## src/rtl/fanmon_pkg.sv

```systemverilog
package fanmon_pkg;

    localparam logic [7:0] ADDR_EN  = 8'h90;
    localparam logic [7:0] ADDR_STS = 8'h91;
    localparam logic [7:0] ADDR_RT  = 8'h92;
    localparam logic [7:0] ADDR_TMO = 8'h9F;

    typedef enum logic [2:0] {
        SEL_NONE,
        SEL_EN,
        SEL_STS,
        SEL_RT,
        SEL_TMO
    } reg_sel_t;

    typedef struct packed {
        logic [7:0] addr;
        logic [7:0] wdata;
        logic       wr;
        logic       rd;
    } bus_req_t;

    function automatic reg_sel_t decode_addr(input logic [7:0] a);
        case (a)
            ADDR_EN:  return SEL_EN;
            ADDR_STS: return SEL_STS;
            ADDR_RT:  return SEL_RT;
            ADDR_TMO: return SEL_TMO;
            default:  return SEL_NONE;
        endcase
    endfunction

endpackage

```

## src/rtl/fanmon_prescale.sv

```systemverilog
module fanmon_prescale #(
    parameter int TICKS_PER_UNIT = 100
) (
    input  logic clk,
    input  logic rst,
    input  logic tick_i,
    output logic unit_o
);
    localparam int PW = (TICKS_PER_UNIT > 1) ? $clog2(TICKS_PER_UNIT) : 1;
    localparam logic [PW-1:0] LAST = PW'(TICKS_PER_UNIT - 1);

    logic [PW-1:0] pcnt_q;

    assign unit_o = tick_i && (pcnt_q == LAST);

    always_ff @(posedge clk) begin
        if (rst) begin
            pcnt_q <= '0;
        end else if (tick_i) begin
            pcnt_q <= (pcnt_q == LAST) ? '0 : pcnt_q + 1'b1;
        end
    end
endmodule

```

## src/rtl/fanmon_chan.sv

```systemverilog
module fanmon_chan #(
    parameter int CW          = 8,
    parameter int DW          = 8,
    parameter int STALL_TICKS = 3000
) (
    input  logic          clk,
    input  logic          rst,
    input  logic          tick_i,
    input  logic          unit_i,
    input  logic [CW-1:0] tach_i,
    input  logic [CW-1:0] limit_i,
    input  logic [CW-1:0] expc_i,
    input  logic [DW-1:0] duty_i,
    input  logic [7:0]    tmo_i,
    output logic          over_o,
    output logic          exc_o
);
    localparam int SW = $clog2(STALL_TICKS + 1);
    localparam logic [SW-1:0] STALL_END = SW'(STALL_TICKS);

    logic          miss;
    logic          stalled;
    logic [7:0]    mcnt_q;
    logic [SW-1:0] scnt_q;

    assign over_o  = tach_i > limit_i;
    assign miss    = tach_i > expc_i;
    assign stalled = (tach_i == {CW{1'b1}}) && (duty_i != '0);

    always_ff @(posedge clk) begin
        if (rst || !miss) begin
            mcnt_q <= '0;
        end else if (unit_i && mcnt_q != 8'hFF) begin
            mcnt_q <= mcnt_q + 8'd1;
        end
    end

    always_ff @(posedge clk) begin
        if (rst || !stalled) begin
            scnt_q <= '0;
        end else if (tick_i && scnt_q != STALL_END) begin
            scnt_q <= scnt_q + 1'b1;
        end
    end

    assign exc_o = (miss && tmo_i != 8'd0 && mcnt_q >= tmo_i)
                 || (stalled && scnt_q == STALL_END);
endmodule

```

## src/rtl/fanmon_regs.sv

```systemverilog
module fanmon_regs
    import fanmon_pkg::*;
#(
    parameter int NF = 3
) (
    input  logic          clk,
    input  logic          rst,
    input  bus_req_t      req_i,
    input  logic [NF-1:0] over_i,
    input  logic [NF-1:0] rt_i,
    output logic [NF-1:0] en_o,
    output logic [NF-1:0] sts_o,
    output logic [7:0]    tmo_o,
    output logic [7:0]    rdata_o
);
    reg_sel_t      sel;
    logic [NF-1:0] clr;
    logic [7:0]    rd_mux;

    assign sel = decode_addr(req_i.addr);
    assign clr = (req_i.wr && sel == SEL_STS) ? req_i.wdata[NF-1:0] : '0;

    always_comb begin
        case (sel)
            SEL_EN:  rd_mux = 8'(en_o);
            SEL_STS: rd_mux = 8'(sts_o);
            SEL_RT:  rd_mux = 8'(rt_i);
            SEL_TMO: rd_mux = tmo_o;
            default: rd_mux = 8'h00;
        endcase
    end

    always_ff @(posedge clk) begin
        if (rst) begin
            en_o    <= '0;
            sts_o   <= '0;
            tmo_o   <= '0;
            rdata_o <= '0;
        end else begin
            if (req_i.wr && sel == SEL_EN)  en_o  <= req_i.wdata[NF-1:0];
            if (req_i.wr && sel == SEL_TMO) tmo_o <= req_i.wdata;
            sts_o <= (sts_o & ~clr) | over_i;
            if (req_i.rd) rdata_o <= rd_mux;
        end
    end
endmodule

```

## src/rtl/fanmon_top.sv

```systemverilog
module fanmon_top
    import fanmon_pkg::*;
#(
    parameter int NF             = 3,
    parameter int CW             = 8,
    parameter int DW             = 8,
    parameter int TICKS_PER_UNIT = 100,
    parameter int STALL_TICKS    = 3000
) (
    input  logic             clk,
    input  logic             rst,
    input  logic             tick_1khz_i,
    input  logic [7:0]       bus_addr_i,
    input  logic [7:0]       bus_wdata_i,
    input  logic             bus_wr_i,
    input  logic             bus_rd_i,
    output logic [7:0]       bus_rdata_o,
    input  logic [NF*CW-1:0] tach_cnt_i,
    input  logic [NF*CW-1:0] cnt_limit_i,
    input  logic [NF*CW-1:0] exp_cnt_i,
    input  logic [NF*DW-1:0] duty_i,
    output logic             wake_n_o
);
    bus_req_t      req;
    logic          unit_w;
    logic [NF-1:0] over_w;
    logic [NF-1:0] rt_w;
    logic [NF-1:0] en_w;
    logic [NF-1:0] sts_w;
    logic [7:0]    tmo_w;

    assign req = '{addr: bus_addr_i, wdata: bus_wdata_i, wr: bus_wr_i, rd: bus_rd_i};

    fanmon_prescale #(.TICKS_PER_UNIT(TICKS_PER_UNIT)) u_pre (
        .clk    (clk),
        .rst    (rst),
        .tick_i (tick_1khz_i),
        .unit_o (unit_w)
    );

    for (genvar i = 0; i < NF; i++) begin : g_fan
        fanmon_chan #(.CW(CW), .DW(DW), .STALL_TICKS(STALL_TICKS)) u_chan (
            .clk     (clk),
            .rst     (rst),
            .tick_i  (tick_1khz_i),
            .unit_i  (unit_w),
            .tach_i  (tach_cnt_i[i*CW +: CW]),
            .limit_i (cnt_limit_i[i*CW +: CW]),
            .expc_i  (exp_cnt_i[i*CW +: CW]),
            .duty_i  (duty_i[i*DW +: DW]),
            .tmo_i   (tmo_w),
            .over_o  (over_w[i]),
            .exc_o   (rt_w[i])
        );
    end

    fanmon_regs #(.NF(NF)) u_regs (
        .clk     (clk),
        .rst     (rst),
        .req_i   (req),
        .over_i  (over_w),
        .rt_i    (rt_w),
        .en_o    (en_w),
        .sts_o   (sts_w),
        .tmo_o   (tmo_w),
        .rdata_o (bus_rdata_o)
    );

    assign wake_n_o = ~|(sts_w & en_w);
endmodule

```

## config.mk

```make
export PLATFORM = sky130hd
export DESIGN_NAME = fanmon_top
export DESIGN_NICKNAME = d
export VERILOG_FILES = /design/src/rtl/fanmon_pkg.sv /design/src/rtl/fanmon_prescale.sv /design/src/rtl/fanmon_chan.sv /design/src/rtl/fanmon_regs.sv /design/src/rtl/fanmon_top.sv
export SDC_FILE = /design/constraint.sdc
export NUM_CORES = 1
export LEC_CHECK = 0
export BUFFER_PORTS_ARGS = -buffer_cell sky130_fd_sc_hd__buf_2
export CORE_MARGIN = 2
export CORE_UTILIZATION = 60
export CTS_CLUSTER_SIZE = 24
export DETAILED_ROUTE_END_ITERATION = 16
export PLACE_DENSITY_LB_ADDON = 0.2
export SLEW_MARGIN = 20
export SYNTH_ARGS = -nofsm -noshare
export SYNTH_HDL_FRONTEND = slang
export SYNTH_HIERARCHICAL = 1
export SYNTH_SLANG_ARGS = --single-unit
```

## constraint.sdc

```tcl
create_clock -name clk -period 6.6 [get_ports clk]
set_input_delay 0.66 -clock clk [delete_from_list [all_inputs] [get_ports clk]]
set_output_delay 0.66 -clock clk [all_outputs]
set_load 0.1 [all_outputs]
```

==> flow_metrics.py <==
metrics = {
    "clock_network": {
        "cts_tree": "yes",
        "post_cts_buffers": 0,
        "ctsHoldBuffers": 0,
        "root_buffer": "clkbuf_8",
        "htree_levels": 3,
        "cts-resized-gates": 0,
        "insertion_delay_ns": 0.36,
        "clk_pin_slew_worst_paths_ns": 0.08,
        "clockBufferDepth": 2,
        "cts.sinks": 89,
        "numCtsBuffers": 9,
    },
    "sta": {
        "rsz0062_at_grt": "false",
        "hold_viol_final": 0,
        "drv_slew": 0,
        "worst_slack_ns": 4.00,
        "holdWs_ns": 0.457,
        "setup_viol": 0,
        "slew_headroom_pct": 55.5,
        "skew_ns": 0.0117,
        "fin_crit_ns": 2.60,
        "setup_tns_ns": 0,
        "timing.fmax_mhz": 385,
        "period_share_pct": 39.4,
        "worst_pin_slew_ns": 0.664,
    },
    "synth": {
        "synth_nets": 926,
        "synth_edf_count": 0,
        "synthArstFlopShare_pct": 0,
        "synthFlopType": "dfxtp_1",
        "synth_cell_types": 58,
        "ys_warn_count": 6,
        "ys_seq_area_share_pct": 29.4,
        "synthCells": 727,
        "synth.avg_cell_area_um2": 8.35,
        "syn_area_um2": 6070,
        "ys_ff_latch": 89,
    },
    "worst_hold_path": {
        "hold_start": "u_regs/rdata_o[2]",
        "hold_class": "register to register",
        "hold_path_depth": 2,
        "worst_hold_path.endpoint": "u_regs/rdata_o[2]",
    },
    "final_layout": {
        "final_area_um2": 7060,
        "fillCellCount": 761,
        "num_antenna_cells": 0,
        "nets": 1052,
        "drive_above_1_share_pct": 19.5,
        "syn2layout_area_growth_pct": 16.3,
    },
    "pwr": {
        "power-per-cell-area_nw_per_um2": 161,
        "seq_power_share_pct": 47.9,
        "power_mw": 1.13,
        "internal-power_uw": 866,
        "swShare_pct": 23.7,
        "pwr-share-clk_pct": 39.6,
        "pwr-share-comb_pct": 12.5,
        "peakVddDrop_mv": 0.125,
        "p_leak_nw": 3.05,
        "p_sw_uw": 269,
    },
    "detailed_routing": {
        "postRouteAntennaNets": 0,
        "drc": 0,
        "drt_wl_total_um": 14900,
        "drt-initial-drc-count": 431,
        "vias": 5709,
        "vias_per_cell": 5.77,
        "wl_per_cell_um": 15.1,
        "drtPass1Iterations": 6,
    },
    "place": {
        "port_buffers": 125,
        "place.gp.congestion": 0.956,
        "dp_slack_ns": 3.96,
        "dpl.hpwl_um": 11800,
        "postPlaceCellArea_um2": 6810,
    },
    "setup_path": {
        "worst_ep_required_time_ns": 6.89,
        "critPathMaxFanout": 8,
        "cp-end-kind": "register",
        "r2r_end": "u_regs/rdata_o[1]",
        "cp.arrival_ns": 2.88,
        "reg2reg_depth": 10,
        "cp_num_buf_inv": 1,
        "crit_path_top_delay_cell": "dfxtp_1",
        "path_delay_family": "compound AO/OA/AOI/OAI gates",
        "r2r-start": "u_regs/tmo_o[2]",
        "critPathMaxStageDelay_ns": 0.54,
        "path_class": "register to register",
        "crit_path_start_kind": "register",
        "crit_chain": "inv_1 -> ha_1 -> o211ai_1 -> a2111oi_0 -> o21ai_0 -> o21ai_0 -> nand3b_1 -> a2111oi_0 -> a221oi_1 -> o21ai_1",
        "rrSetupSlack_ns": 4.00,
    },
    "grt": {
        "antenna_found_initial": 0,
        "grt_usage_pct": 28.3,
        "grt_pass1_wl_um": 25700,
        "first_global_vias": 5871,
        "overflow": 0,
        "grt_max_degree": 28,
    },
    "die": {
        "start_util_pct": 62.1,
        "rows": 36,
        "die_x_um": 105,
        "coreArea_um2": 9770,
        "die_area_um2": 10900,
        "ios": 126,
        "die_h_um": 105,
    },
    "status": {
        "outcome": "completed",
    },
    "run": {
        "maxCapViolCount": 0,
    },
}
[flip-flops by register name, indices dropped and copies added, names as in the netlist]
register / cells
u_pre/pcnt_q: 7
g_fan.u_chan/scnt_q: 36
g_fan.u_chan/mcnt_q: 24
u_regs/en_o: 3
u_regs/tmo_o: 8
u_regs/rdata_o: 8
u_regs/sts_o: 3
[cells by family after synthesis]
logic type,count (synthesis),synth area share (%)
DFF,89,29.4
xor gates and xnor gates,54,7.79
buffers and inverters,106,6.76
and+or+nand+nor,273,23.9
AOI/OAI and AO/OA,112,13.4
muxes,11,1.81
adders and majority gates,82,16.9
[worst register-to-register path: cells and delay by family, from the launching register on]
family / cells / cell delay (ns)
AOI/OAI and AO/OA: 7 / 1.51
adders and majority gates: 1 / 0.31
buffers and inverters: 1 / 0.09
DFF: 1 / 0.54
and+or+nand+nor: 1 / 0.10
[metal layers]
| metal | GRT usage, % | vias to the layer above | share of wire (%) |
|---|---|---|---|
| met3 | 5.68 | 29 | 6.9 |
| met5 | 0 | - | 0 |
| met4 | 12.0 | 0 | 2.1 |
| li1 | - | 2831 | - |
| met1 | 33.1 | 2652 | 42 |
| met2 | 50.0 | 197 | 49 |
[cells in the final DEF (no fill, tap or decap), drive strengths merged, types with 4 or more instances in the layout]
cell,Yosys,final
buf,6,126
nor2,99,99
inv,95,95
dfxtp,89,89
ha,82,82
nand2,41,41
xnor2,32,32
nand4,32,32
a21oi,29,29
nand3,23,23
xor2,22,22
nor4,19,19
o21ai,16,16
and3,15,15
a211oi,11,11
mux2i,11,11
clkbuf,5,10
nor3,10,10
a21o,9,9
a31oi,9,9
and4,9,9
nand2b,7,7
o211ai,6,6
a221oi,6,6
nand3b,6,6
o22ai,4,4
a2111oi,4,4
nor2b,4,4
[Yosys cell counts, types with 3 or more instances]
master | number | area, um2
nor2_2 | 3 | 18.8
xor2_1 | 22 | 193
nor4_1 | 19 | 119
o22ai_1 | 4 | 25.0
a21oi_1 | 28 | 140
xnor2_1 | 32 | 280
nor2b_1 | 3 | 18.8
nor3_1 | 6 | 30.0
clkbuf_1 | 3 | 11.3
o21ai_0 | 12 | 60.1
o211ai_1 | 6 | 45.0
buf_2 | 5 | 25.0
and4_1 | 8 | 70.1
inv_1 | 95 | 357
mux2i_1 | 11 | 110
nand3b_1 | 6 | 45.0
dfxtp_1 | 89 | 1780
a21o_1 | 9 | 67.6
nand4_2 | 3 | 37.5
ha_1 | 82 | 1030
a31oi_1 | 9 | 56.3
nor2_1 | 96 | 360
a221o_1 | 3 | 30.0
nand3_1 | 22 | 110
a221oi_1 | 6 | 52.6
and3_1 | 15 | 93.8
nand2_1 | 40 | 150
nand2b_1 | 6 | 37.5
nor3_2 | 3 | 30.0
a2111oi_0 | 4 | 35.0
nand4_1 | 29 | 181
o21ai_1 | 4 | 20.0
a211oi_1 | 11 | 82.6
[worst max-delay path by stage]
stage / startpoint / slack (ns) / cells after the start / endpoint
floorplan: u_regs/en_o[0] / 3.21 / 1 / wake_n_o
global placement: tick_1khz_i / 4.05 / 9 / g_fan[1].u_chan/mcnt_q[3]
detailed placement: tach_cnt_i[1] / 3.96 / 11 / u_regs/rdata_o[0]
CTS: u_regs/tmo_o[2] / 4.04 / 10 / u_regs/rdata_o[1]
global route: u_regs/tmo_o[5] / 3.77 / 10 / u_regs/rdata_o[0]
finish: u_regs/tmo_o[2] / 4.00 / 10 / u_regs/rdata_o[1]
[power groups by stage]
stage                     Clock, mW  Combinational, mW  Sequential, mW
after global routing          0.479              0.162           0.544
after global placement            0              0.133           0.556
after floorplan                   0             0.0767           0.555
final                         0.449              0.142           0.543
after CTS                     0.458              0.142           0.543
after detailed placement          0              0.141           0.556
[final cells by class]
| cell class | instances | area (um2) | share of cell area (%) |
|---|---|---|---|
| Multi-Input combinational cell | 532 | 3880 | 54.9 |
| Sequential cell | 89 | 1780 | 25.3 |
| Timing Repair Buffer | 126 | 633 | 8.97 |
| Inverter | 95 | 357 | 5.05 |
| Tap cell | 133 | 166 | 2.36 |
| Clock buffer | 10 | 138 | 1.95 |
| Clock inverter | 5 | 104 | 1.47 |
[through the flow]
step	cells	util, %
finish	990	72.2
global route	990	72.2
CTS	990	72.2
detailed placement	975	69.7
global placement	975	69.7
floorplan	727	-
Power figures use the tool's default switching activity.
